### config.mk
export PLATFORM = sky130hd
export DESIGN_NAME = dt_gate_guard
export DESIGN_NICKNAME = d
export VERILOG_FILES = /design/src/rtl/dt_pkg.sv /design/src/rtl/dt_hold.sv /design/src/rtl/dt_phase.sv /design/src/rtl/dt_gate_guard.sv
export SDC_FILE = /design/constraint.sdc
export NUM_CORES = 1
export LEC_CHECK = 0
export ABC_AREA = 1
export BUFFER_PORTS_ARGS = -buffer_cell sky130_fd_sc_hd__buf_2
export CAP_MARGIN = 15
export CORE_MARGIN = 2
export CORE_UTILIZATION = 45
export DETAILED_ROUTE_END_ITERATION = 10
export SYNTH_ARGS = -nofsm -noshare
export SYNTH_HDL_FRONTEND = slang
export SYNTH_HIERARCHICAL = 1
export SYNTH_SLANG_ARGS = --single-unit
### constraint.sdc
create_clock -name clk -period 4.45 [get_ports clk]
set_input_delay 0.445 -clock clk [delete_from_list [all_inputs] [get_ports clk]]
set_output_delay 0.445 -clock clk [all_outputs]
set_load 0.1 [all_outputs]
### src/rtl/dt_pkg.sv
package dt_pkg;

    typedef enum logic [1:0] {
        PH_OFF  = 2'd0,
        PH_HS   = 2'd1,
        PH_LS   = 2'd2,
        PH_DEAD = 2'd3
    } ph_state_e;

    typedef enum logic {
        SIDE_HS = 1'b0,
        SIDE_LS = 1'b1
    } side_e;

    typedef enum logic [1:0] {
        REQ_NONE = 2'd0,
        REQ_HS   = 2'd1,
        REQ_LS   = 2'd2
    } req_e;

    // Both requests at once is illegal and is treated as no request.
    function automatic req_e decode_req(input logic hs, input logic ls);
        if (hs && !ls)      return REQ_HS;
        else if (ls && !hs) return REQ_LS;
        else                return REQ_NONE;
    endfunction

endpackage

### src/rtl/dt_hold.sv
module dt_hold #(
    parameter int HOLD_CYC = 150000
) (
    input  logic clk,
    input  logic rst_n,
    input  logic cp_ready,
    output logic armed
);
    localparam int W = (HOLD_CYC > 0) ? $clog2(HOLD_CYC + 1) : 1;
    localparam logic [W-1:0] LIMIT = W'(HOLD_CYC);

    typedef struct packed {
        logic [W-1:0] cnt;
        logic         armed;
    } hold_t;

    hold_t d, q;

    always_comb begin
        d = q;
        if (q.cnt != LIMIT)
            d.cnt = q.cnt + W'(1);
        if (q.cnt == LIMIT && cp_ready)
            d.armed = 1'b1;
    end

    always_ff @(posedge clk or negedge rst_n) begin
        if (!rst_n) q <= '0;
        else        q <= d;
    end

    assign armed = q.armed;
endmodule

### src/rtl/dt_phase.sv
module dt_phase
    import dt_pkg::*;
#(
    parameter int CNT_W = 16
) (
    input  logic             clk,
    input  logic             rst_n,
    input  logic             en,
    input  logic             hs_req,
    input  logic             ls_req,
    input  logic [CNT_W-1:0] dead_len,
    output logic             gate_hs,
    output logic             gate_ls
);
    typedef struct packed {
        ph_state_e        st;
        side_e            prev;
        logic [CNT_W-1:0] cnt;
    } ph_t;

    ph_t  d, q;
    req_e req;

    always_comb begin
        req = decode_req(hs_req, ls_req);
        d   = q;
        if (!en) begin
            d.st  = PH_OFF;
            d.cnt = '0;
        end else begin
            unique case (q.st)
                PH_OFF: begin
                    if (req == REQ_HS)      d.st = PH_HS;
                    else if (req == REQ_LS) d.st = PH_LS;
                end
                PH_HS: begin
                    if (req != REQ_HS) begin
                        d.st   = PH_DEAD;
                        d.prev = SIDE_HS;
                        d.cnt  = dead_len;
                    end
                end
                PH_LS: begin
                    if (req != REQ_LS) begin
                        d.st   = PH_DEAD;
                        d.prev = SIDE_LS;
                        d.cnt  = dead_len;
                    end
                end
                PH_DEAD: begin
                    if (req == REQ_HS && q.prev == SIDE_HS) begin
                        d.st  = PH_HS;
                        d.cnt = '0;
                    end else if (req == REQ_LS && q.prev == SIDE_LS) begin
                        d.st  = PH_LS;
                        d.cnt = '0;
                    end else if (q.cnt <= CNT_W'(1)) begin
                        d.cnt = '0;
                        if (req == REQ_HS)      d.st = PH_HS;
                        else if (req == REQ_LS) d.st = PH_LS;
                        else                    d.st = PH_OFF;
                    end else begin
                        d.cnt = q.cnt - CNT_W'(1);
                    end
                end
                default: d.st = PH_OFF;
            endcase
        end
    end

    always_ff @(posedge clk or negedge rst_n) begin
        if (!rst_n) q <= '{st: PH_OFF, prev: SIDE_HS, cnt: '0};
        else        q <= d;
    end

    assign gate_hs = (q.st == PH_HS);
    assign gate_ls = (q.st == PH_LS);
endmodule

### src/rtl/dt_gate_guard.sv
module dt_gate_guard #(
    parameter int NPH         = 3,
    parameter int CNT_W       = 16,
    parameter int CLK_MHZ     = 50,
    parameter int DEAD_DEF_NS = 6000,
    parameter int HOLD_US     = 3000
) (
    input  logic             clk,
    input  logic             rst_n,
    input  logic             cp_ready,
    input  logic             use_default,
    input  logic [CNT_W-1:0] dead_cfg,
    input  logic [NPH-1:0]   hs_req,
    input  logic [NPH-1:0]   ls_req,
    output logic [NPH-1:0]   gate_hs,
    output logic [NPH-1:0]   gate_ls
);
    localparam int DEF_DEAD = CLK_MHZ * DEAD_DEF_NS / 1000;
    localparam int HOLD_CYC = CLK_MHZ * HOLD_US;

    logic             gate_en;
    logic [CNT_W-1:0] dead_len;

    assign dead_len = use_default ? CNT_W'(DEF_DEAD) : dead_cfg;

    dt_hold #(.HOLD_CYC(HOLD_CYC)) u_hold (
        .clk      (clk),
        .rst_n    (rst_n),
        .cp_ready (cp_ready),
        .armed    (gate_en)
    );

    for (genvar p = 0; p < NPH; p++) begin : g_ph
        dt_phase #(.CNT_W(CNT_W)) u_ph (
            .clk      (clk),
            .rst_n    (rst_n),
            .en       (gate_en),
            .hs_req   (hs_req[p]),
            .ls_req   (ls_req[p]),
            .dead_len (dead_len),
            .gate_hs  (gate_hs[p]),
            .gate_ls  (gate_ls[p])
        );
    end
endmodule

==> results of run 1 <==
-- how the worst max path moves through the flow --
stage,start,slack [ps],endpoint,depth (start not counted)
6_report,g_ph[0].u_ph/q[17]$_DFFE_PN0P_,2410,g_ph[0].u_ph/q[3]$_DFFE_PN0P_,6
3_3_place_gp,g_ph[0].u_ph/q[17]$_DFFE_PN0P_,2430,g_ph[0].u_ph/q[11]$_DFFE_PN0P_,6
3_5_place_dp,g_ph[0].u_ph/q[17]$_DFFE_PN0P_,2410,g_ph[0].u_ph/q[9]$_DFFE_PN0P_,6
5_1_grt,g_ph[0].u_ph/q[17]$_DFFE_PN0P_,2230,g_ph[0].u_ph/q[9]$_DFFE_PN0P_,6
4_1_cts,g_ph[1].u_ph/q[18]$_DFFE_PN0P_,2400,gate_hs[1],3
2_1_floorplan,g_ph[1].u_ph/q[17]$_DFFE_PN0P_,2150,g_ph[1].u_ph/q[12]$_DFFE_PN0P_,11
-- per-layer routing --
layer / up-vias / GRT usage, %
met5: - / 0
met3: 11 / 3.60
met2: 53 / 33.4
li1: 2721 / -
met1: 2313 / 30.4
met4: 0 / 6.59
-- sequential cells by signal, summed over array words and instances (netlist names) --
signal	cells
g_ph.u_ph/q	57
u_hold/armed	1
u_hold/q	18
-- per-stage QoR --
stage / hold slack [ps] / setup slack [ps] / total power [mW]
floorplan: 149 / 2150 / 3.19
global placement: 430 / 2430 / 3.59
detailed placement: 432 / 2410 / 3.59
CTS: 56.5 / 2400 / 4.37
global route: 65.1 / 2230 / 4.77
finish: 39.4 / 2410 / 4.34
-- Yosys cell counts --
library cell,number
o21bai_1,6
clkbuf_1,3
buf_4,1
nand2_2,11
a22o_1,1
and3_2,1
o21ai_0,42
buf_2,4
nand3_1,33
buf_8,1
xor2_1,18
o21ai_2,4
nor2_2,14
nand2_1,364
dfrtp_1,76
clkbuf_2,2
nand3_2,2
and2_1,3
a21boi_0,1
xnor2_1,17
nor2_1,111
nor2_4,8
a21oi_1,3
nand3b_1,11
a21oi_2,1
buf_6,5
inv_1,92
nand4_1,3
inv_2,8
ha_1,26
o21ai_1,3
nand2_4,1
o211ai_1,1
-- layout make-up --
type | instances | area (um2)
flip-flops and latches | 76 | 1900
repair buffers | 32 | 165
fillers | 1320 | 6220
multi-input cells | 685 | 3340
well taps | 172 | 215
clock buffers | 11 | 243
clock inverters | 5 | 61.3
inverters | 100 | 375
-- cells in the final DEF (no fill, tap or decap), types with 4 or more instances in the layout --
cell type | synthesis | layout
inv_1 | 92 | 92
nand3_1 | 33 | 33
nand3b_1 | 11 | 11
ha_1 | 26 | 26
buf_2 | 4 | 30
inv_2 | 8 | 8
o21bai_1 | 6 | 6
nor2_1 | 111 | 111
o21ai_0 | 42 | 42
nor2_2 | 14 | 14
o21ai_2 | 4 | 4
dfrtp_1 | 76 | 76
nor2_4 | 8 | 8
clkbuf_16 | 0 | 9
nand2_1 | 364 | 364
xor2_1 | 18 | 18
xnor2_1 | 17 | 17
nand2_2 | 11 | 11
-- power breakdown --
| group | internal (mW) | total, mW | switching, mW |
|---|---|---|---|
| Clock | 0.452 | 0.763 | 0.311 |
| Sequential | 0.924 | 1.18 | 0.253 |
| Combinational | 0.744 | 2.40 | 1.66 |
-- cell families after synthesis --
group	after synthesis	share of synthesized area [%]
xor gates and xnor gates	35	5.34
buffers and inverters	116	8.64
DFF	76	33.2
and+or+nand+nor	562	41.0
AOI/OAI and AO/OA	62	6.15
adders and majority gates	26	5.67
==> flow_summary.toml, run 1 <==
[yosys]
netlist_area_mm2 = 0.00574
synth.top_cell.area_share_pct = 33.2
ys_ff_latch = 76
syn_inst = 877
syn_nets = 929
syn_avg_cell_area_um2 = 6.54
synth-warning-count = 6
yosysSeqAreaShare_pct = 33.2
yosysTopAreaCell = "dfrtp_1"
synth_area_leaders = "dfrtp_1 33%, nand2_1 24%, nor2_1 7.3%"
ys_types = 33

[layout]
nNetsFinal = 956
final_area_mm2 = 0.00630
final_util_pct = 50.3
drive_above_1_share_pct = 10.7
finalNonFillerCells = 1081
area_growth_pct = 9.84
antenna_cells = 0

[cts]
root_buffer = "clkbuf_16"
clk_latency_ps = 350
cts_max_level = 3
postCtsSetupRepairBufs = 0
cts_buffers = 9
clock_path_buffers = 2
cts.repair.resized = 0
holdBufCountCts = 0
cts_sinks = 76
cts_tree = "built"
path_clk_slew_ps = 60

[run_status]
run_status = "finished, final reports clean"

[routing]
routedWlPerCell_um = 12.7
wl_met3_um = 383
ant_nets = 0
drtPass1Iterations = 4
drt-met1-wl_um = 7010
highest_layer = "met4"
drt_iter0_drc = 240
wl_met2_um = 6110
drc = 0
wirelength_um = 13700
dr_total_vias = 5098
vias_per_cell = 4.72

[global_route]
grt_pass1_wl_um = 22600
grt_start_max_net_pins = 45
overflow = 0
antenna_found_initial = 0
track_usage_pct = 21.3
grt_pass1_vias = 4550

[critical_path]
r2r-start = "g_ph[0].u_ph/q[17]$_DFFE_PN0P_"
worst-path-buf-inv = 1
crit_top_cell = "nand2_1"
crit_chain = "ha_1 > inv_1 > a21oi_2 > nor2_2 > nand2_1 > nand2_1"
r2r-end = "g_ph[0].u_ph/q[3]$_DFFE_PN0P_"
start_kind = "flop"
crit_required_ps = 4740
cpMaxStageDelayCell = "nor2_2"
cp_top_family = "simple AND/OR/NAND/NOR gates"
crit_fanout = 16
rr_worst_depth = 6
crit_type = "flop to flop"
r2r_slack_ps = 2410
arrival_ps = 2330
cpPeakStageDelay_ps = 530
endpoint_kind = "flop"

[power]
power_density_mw_per_mm2 = 689
p_leak_nw = 3.41
ir_drop_mv = 0.361

[sta]
timing.slew.headroom_pct = 55.1
clock.fmax_mhz = 490
final_max_slew_viol_count = 0
tns_ps = 0
period_share_pct = 45.9
finClkSkew_ps = 8.33
grt_setup_unrepaired = "false"
hold_violations = 0
finalCriticalPeriod_ps = 2040
finalSetupViolations = 0
tightest_slew_ps = 672

[min_path]
hold_path.class = "input port to async pin"

[die]
row_count = 41
core_area_mm2 = 0.0125
die_h_um = 117
start_util_pct = 45.8
die_w_um = 117
io_pins = 32
die_area_mm2 = 0.0137

[placement]
port_buffers = 31
place_congestion = 0.830
dp_cells = 1065
hpwl_um = 10100
placed_cell_area_mm2 = 0.00600

[run]
max_cap_viol_count = 0
Power figures use the tool's default switching activity.
==> run 2: changes to the inputs <==
ABC_AREA = 0   (was 1)
clock period = 2.05 ns   (was 4.45 ns; I/O delays follow)
==> run 2 against run 1 <==
Effect of this change:
- sequential share of layout area decreased by 2.5 points
- clock skew shrank 2.1 ps
- largest power group is now clock
- flip-flop and latch count stayed put
- critical path type unchanged
- largest cell class unchanged
==> flow_summary.toml, run 2 <==
[global_route]
grt_start_max_net_pins = 45
overflow = 0
grt_util_met2_pct = 41.1
track_usage_pct = 25.2
grt.met3_usage_pct = 4.36
use_met1_pct = 34.5
grt_pass1_wl_um = 25700
grt_pass1_vias = 5079
grt_busiest_layer = "met2"
antenna_found_initial = 0

[sta]
tns_ps = 0
finClkSkew_ps = 6.20
clock.fmax_mhz = 490
hold_violations = 0
final_max_slew_viol_count = 0
finalCriticalPeriod_ps = 2040
holdWs_ps = 59.7
tightest_slew_ps = 613
period_share_pct = 99.6
timing.slew.headroom_pct = 59.0
finalSetupViolations = 0
grt_setup_unrepaired = "true"

[die]
core_area_mm2 = 0.0116
die_w_um = 113
io_pins = 32
row_count = 39
die_area_mm2 = 0.0129
die_h_um = 113
start_util_pct = 46.6

[layout]
drive_above_1_share_pct = 28.2
final_common_cell = "buf_4"
mostFrequentLayoutCells = "83 x buf_4, 76 x dfrtp_1, 49 x nor2_1"
regMostFlops = "g_ph.u_ph/q"
largest_reg_flops = 57
area_growth_pct = 27.4
nNetsFinal = 760
finalNonFillerCells = 856
antenna_cells = 0

[yosys]
synth_area_leaders = "dfrtp_1 35%, ha_1 6.0%, nor2_1 3.6%"
yosysSeqAreaShare_pct = 35.3
synth_adder_area_share_pct = 6.04
synth-main-ff-cell = "dfrtp_1"
yosysMostFrequentCell = "dfrtp_1"
yosys.area_share.simple_pct = 26.4
synth_compound_area_share_pct = 24.4
synth.top_cell.area_share_pct = 35.3
syn_inst = 596
syn_avg_cell_area_um2 = 9.03
ys_top_cells_by_count = "76 x dfrtp_1, 51 x nor2_1, 48 x nand2_1"
yosysTopAreaCell = "dfrtp_1"
syn_nets = 648
yosys.area_share.xor_xnor_pct = 3.25
yosys-mux-area-fraction_pct = 0.906
ys_ff_latch = 76
synth-edff-count = 0
synth-warning-count = 6
async_flop_share_pct = 100
netlist_area_mm2 = 0.00538
synth_top_family_by_area = "simple AND/OR/NAND/NOR gates"
ys_types = 88

[critical_path]
crit_required_ps = 2320
crit_fanout = 6
start_kind = "flop"
crit_chain = "inv_1 > ha_1 > nor2_2 > nor4_4 > buf_4 > a21o_4 > or4_4 > a31oi_1"
r2r_slack_ps = 7
cp_top_family = "simple AND/OR/NAND/NOR gates"
crit_type = "flop to flop"
rr_worst_depth = 8
r2r-start = "g_ph[2].u_ph/q[0]$_DFFE_PN0P_"
cpMaxStageDelayCell = "or4_4"
endpoint_kind = "flop"
worst-path-buf-inv = 2
cpPeakStageDelay_ps = 510
r2r-end = "g_ph[2].u_ph/q[3]$_DFFE_PN0P_"
arrival_ps = 2310

[routing]
vias_per_cell = 6.10
dr_total_vias = 5223
routedWlPerCell_um = 18.5
drt_iter0_drc = 497
wirelength_um = 15900
drc = 0
ant_nets = 0
drtPass1Iterations = 5

[power]
ir_drop_mv = 0.514
power_density_mw_per_mm2 = 501
p_leak_nw = 3.18
power.total_mw = 3.44

[placement]
place_congestion = 0.905
port_buffers = 31
dp_cells = 826
hpwl_um = 11500

[cts]
cts_max_level = 3
clock_path_buffers = 2
cts_buffers = 9
cts_sinks = 76
root_buffer = "clkbuf_16"
cts_tree = "built"
clk_latency_ps = 350
path_clk_slew_ps = 60

[min_path]
hold_path.class = "input port to flop"
hold_depth = 2
whs_endpoint = "u_hold/armed$_DFFE_PN0P_"
hp-start = "cp_ready"

[run_status]
run_status = "finished, final reports clean"

[run]
max_cap_viol_count = 0
-- run 2: cell types whose count changed after synthesis, sizes merged, moves of 13 or more --
cell	delta
nand2	-328
inv	-73
a22oi	+18
a21oi	+24
nand3	-13
o21ai	-17
nor2	-82
nor2b	+20
nor3	+22
-- run 2: cell families after synthesis --
logic type	Yosys count
flops	76
fa+ha+maj	26
xor+xnor	20
simple gates	248
compound gates	177
buf+inv	45
mux	4
-- run 2: layout make-up --
cell class / instances / area [um2]
timing repair buffer: 118 / 855
inverter: 28 / 105
multi-input combinational: 475 / 3500
fill: 996 / 4700
clock buffer: 9 / 225
sequential: 76 / 1900
clock inverter: 7 / 100
tap: 143 / 179
-- run 2: routing by layer --
layer	vias to the layer above	wire (um)	part of all wire, %
li1	2480	-	-
met1	2566	7260	46
met2	153	7510	47
met3	24	807	5.1
met4	0	289	1.8
met5	-	0	0
-- run 2: repair_timing --
| action | 4_1_cts | 5_1_grt |
|---|---|---|
| setup endpoints to repair | 8 | 39 |
| gates resized for setup | 3 | 34 |
| endpoints found under the hold margin | 32 | 0 |
| pin swaps | 1 | 13 |
| gates cloned | 0 | 0 |
| setup buffers | 1 | 12 |
| hold buffers | 1 | 0 |
-- run 2: worst max path at each step --
stage | slack [ps] | cells past startpoint | start | to
finish | 7 | 8 | g_ph[2].u_ph/q[0]$_DFFE_PN0P_ | g_ph[2].u_ph/q[3]$_DFFE_PN0P_
global route | -70 | 8 | g_ph[2].u_ph/q[1]$_DFFE_PN0P_ | g_ph[2].u_ph/q[3]$_DFFE_PN0P_
CTS | -2 | 6 | g_ph[2].u_ph/q[12]$_DFFE_PN0P_ | g_ph[2].u_ph/q[4]$_DFFE_PN0P_
detailed placement | -70 | 7 | g_ph[1].u_ph/q[0]$_DFFE_PN0P_ | g_ph[1].u_ph/q[14]$_DFFE_PN0P_
global placement | -0.7 | 5 | g_ph[1].u_ph/q[6]$_DFFE_PN0P_ | g_ph[1].u_ph/q[7]$_DFFE_PN0P_
floorplan | -0.3 | 7 | g_ph[1].u_ph/q[18]$_DFFE_PN0P_ | g_ph[1].u_ph/q[12]$_DFFE_PN0P_
-- run 2: power by group --
group          total, mW  switching (mW)  internal (mW)
Sequential          1.50         0.00104           1.50
Combinational      0.183           0.119         0.0635
Clock               1.75           0.677           1.07
Total               3.44           0.797           2.64
-- run 2: worst register-to-register path, stage by stage (launching register included) --
cell and delay (ps):
dfrtp_1 390, inv_1 90, ha_1 230, nor2_2 160
nor4_4 70, buf_4 130, a21o_4 230, or4_4 510
a31oi_1 140
-- run 2: metrics by stage --
step           setup slack (ps)  util (%)  cell area, um2
2_1_floorplan            -0.285         -            5450
3_3_place_gp             -0.704      54.3            6280
3_5_place_dp              -69.2      54.3            6280
4_1_cts                   -1.81      57.4            6640
5_1_grt                   -71.9      59.3            6860
6_report                   7.29      59.3            6860
==> run 3: changes to the inputs <==
clock period = 1.9 ns   (was 2.05 ns; I/O delays follow)
==> run 3 against run 2 <==
Effect of this change:
- maximum frequency grew 2.7%
- sequential share of layout area shrank 2.5 points
- non-clock buffer count grew 41
- largest power group unchanged
- the run now ends with negative setup slack left
- wire length grew 6.1%
- via count grew 5.2%
==> flow_summary.toml, run 3 (synthesis gave the netlist of run 2 again) <==
[run_status]
run_status = "finished with violations"
violations = "negative setup slack"

[cts]
cts_max_level = 3
cts_buffers = 9
clock_path_buffers = 2
clk_latency_ps = 350
cts_sinks = 76
root_buffer = "clkbuf_16"
cts_tree = "built"
path_clk_slew_ps = 70

[placement]
post-place-ws_ps = -130
dp_cells = 860
hpwl_um = 12000
place_congestion = 0.931
placed_cell_area_mm2 = 0.00662
port_buffers = 31

[sta]
tns_ps = -461
setup_ws_ps = -88.4
period_share_pct = 105
clock.fmax_mhz = 503
hold_violations = 0
grt_setup_unrepaired = "true"
finClkSkew_ps = 11.3
finalSetupViolations = 13
tightest_slew_ps = 554
holdWs_ps = 52.9
timing.slew.headroom_pct = 63.0
finalCriticalPeriod_ps = 1990
final_max_slew_viol_count = 0

[global_route]
track_usage_pct = 26.0
overflow = 0
grt_pass1_wl_um = 26700
antenna_found_initial = 0
grt_pass1_vias = 5418
grt_start_max_net_pins = 45

[die]
core_area_mm2 = 0.0116
die_w_um = 113
die_area_mm2 = 0.0129
io_pins = 32
start_util_pct = 46.6
die_h_um = 113
row_count = 39

[routing]
dr_total_vias = 5495
ant_nets = 0
drc = 0
wirelength_um = 16800
drt_iter0_drc = 517
drtPass1Iterations = 5
routedWlPerCell_um = 18.8
vias_per_cell = 6.12

[layout]
nNetsFinal = 802
largest_reg_flops = 57
finalNonFillerCells = 898
final_util_pct = 65.2
area_growth_pct = 40.0
regMostFlops = "g_ph.u_ph/q"
final_area_mm2 = 0.00754
drive_above_1_share_pct = 38.7
antenna_cells = 0
final_common_cell = "buf_4"
mostFrequentLayoutCells = "111 x buf_4, 74 x dfrtp_1, 47 x nand2_1"

[min_path]
hp-start = "cp_ready"
hold_path.class = "input port to flop"
hold_depth = 2

[critical_path]
cpPeakStageDelay_ps = 510
crit_fanout = 4
crit_type = "flop to flop"
cp.depth = 8
crit_required_ps = 2180
arrival_ps = 2270
endpoint_kind = "flop"
cpMaxStageDelayCell = "or4_1"
rr_worst_depth = 8
worst-path-buf-inv = 2
cp_top_family = "simple AND/OR/NAND/NOR gates"
r2r-start = "g_ph[2].u_ph/q[0]$_DFFE_PN0P_"
startpoint = "g_ph[2].u_ph/q[0]$_DFFE_PN0P_"
start_kind = "flop"
crit_chain = "inv_2 > ha_4 > nor2_4 > nor4_4 > buf_4 > a21o_4 > or4_1 > a31oi_1"

[power]
power.total_mw = 3.64
ir_drop_mv = 0.450
power_density_mw_per_mm2 = 483
p_leak_nw = 3.46

[run]
max_cap_viol_count = 0
==> run 3: power breakdown <==
part	total, mW	internal (mW)	switching [mW]
logic	0.213	0.0783	0.134
clock network	1.81	1.03	0.774
registers	1.62	1.62	0.00115
total	3.64	2.73	0.910
==> run 3: worst paths after layout <==
kind | endpoint | slack [ps]
min in group asynchronous | g_ph[0].u_ph/q[16]$_DFFE_PN0P_ | 340
worst min register to register | u_hold/q[18]$_DFFE_PN0P_ | 480
max in group asynchronous | g_ph[1].u_ph/q[7]$_DFFE_PN0P_ | 970
worst max register to register | g_ph[2].u_ph/q[3]$_DFFE_PN0P_ | -90
worst min-delay path | u_hold/armed$_DFFE_PN0P_ | 50
worst max-delay path | g_ph[2].u_ph/q[3]$_DFFE_PN0P_ | -90
==> run 3: final cells by class <==
| class | count | area, um2 |
|---|---|---|
| Clock buffer | 9 | 225 |
| Fill cell | 941 | 4030 |
| Tap cell | 143 | 179 |
| Inverter | 28 | 105 |
| Timing Repair Buffer | 159 | 1240 |
| Sequential cell | 76 | 1900 |
| Clock inverter | 7 | 80.1 |
| Multi-Input combinational cell | 476 | 3800 |
==> run 3: routing by layer <==
layer  vias to the layer above  part of all wire [%]  global-route usage (%)
met1                      2680                    44                    36.3
met5                         -                     0                       0
li1                       2561                     -                       -
met3                        44                   6.5                    4.46
met2                       210                    47                    40.9
met4                         0                   2.6                    8.94
==> run 3: what timing repair did <==
action,CTS,global route
pin swaps,7,32
gates resized for setup,29,74
endpoints found under the setup margin,43,51
gates cloned,0,3
hold buffers,1,0
buffers inserted,5,13
endpoints found under the hold margin,32,0
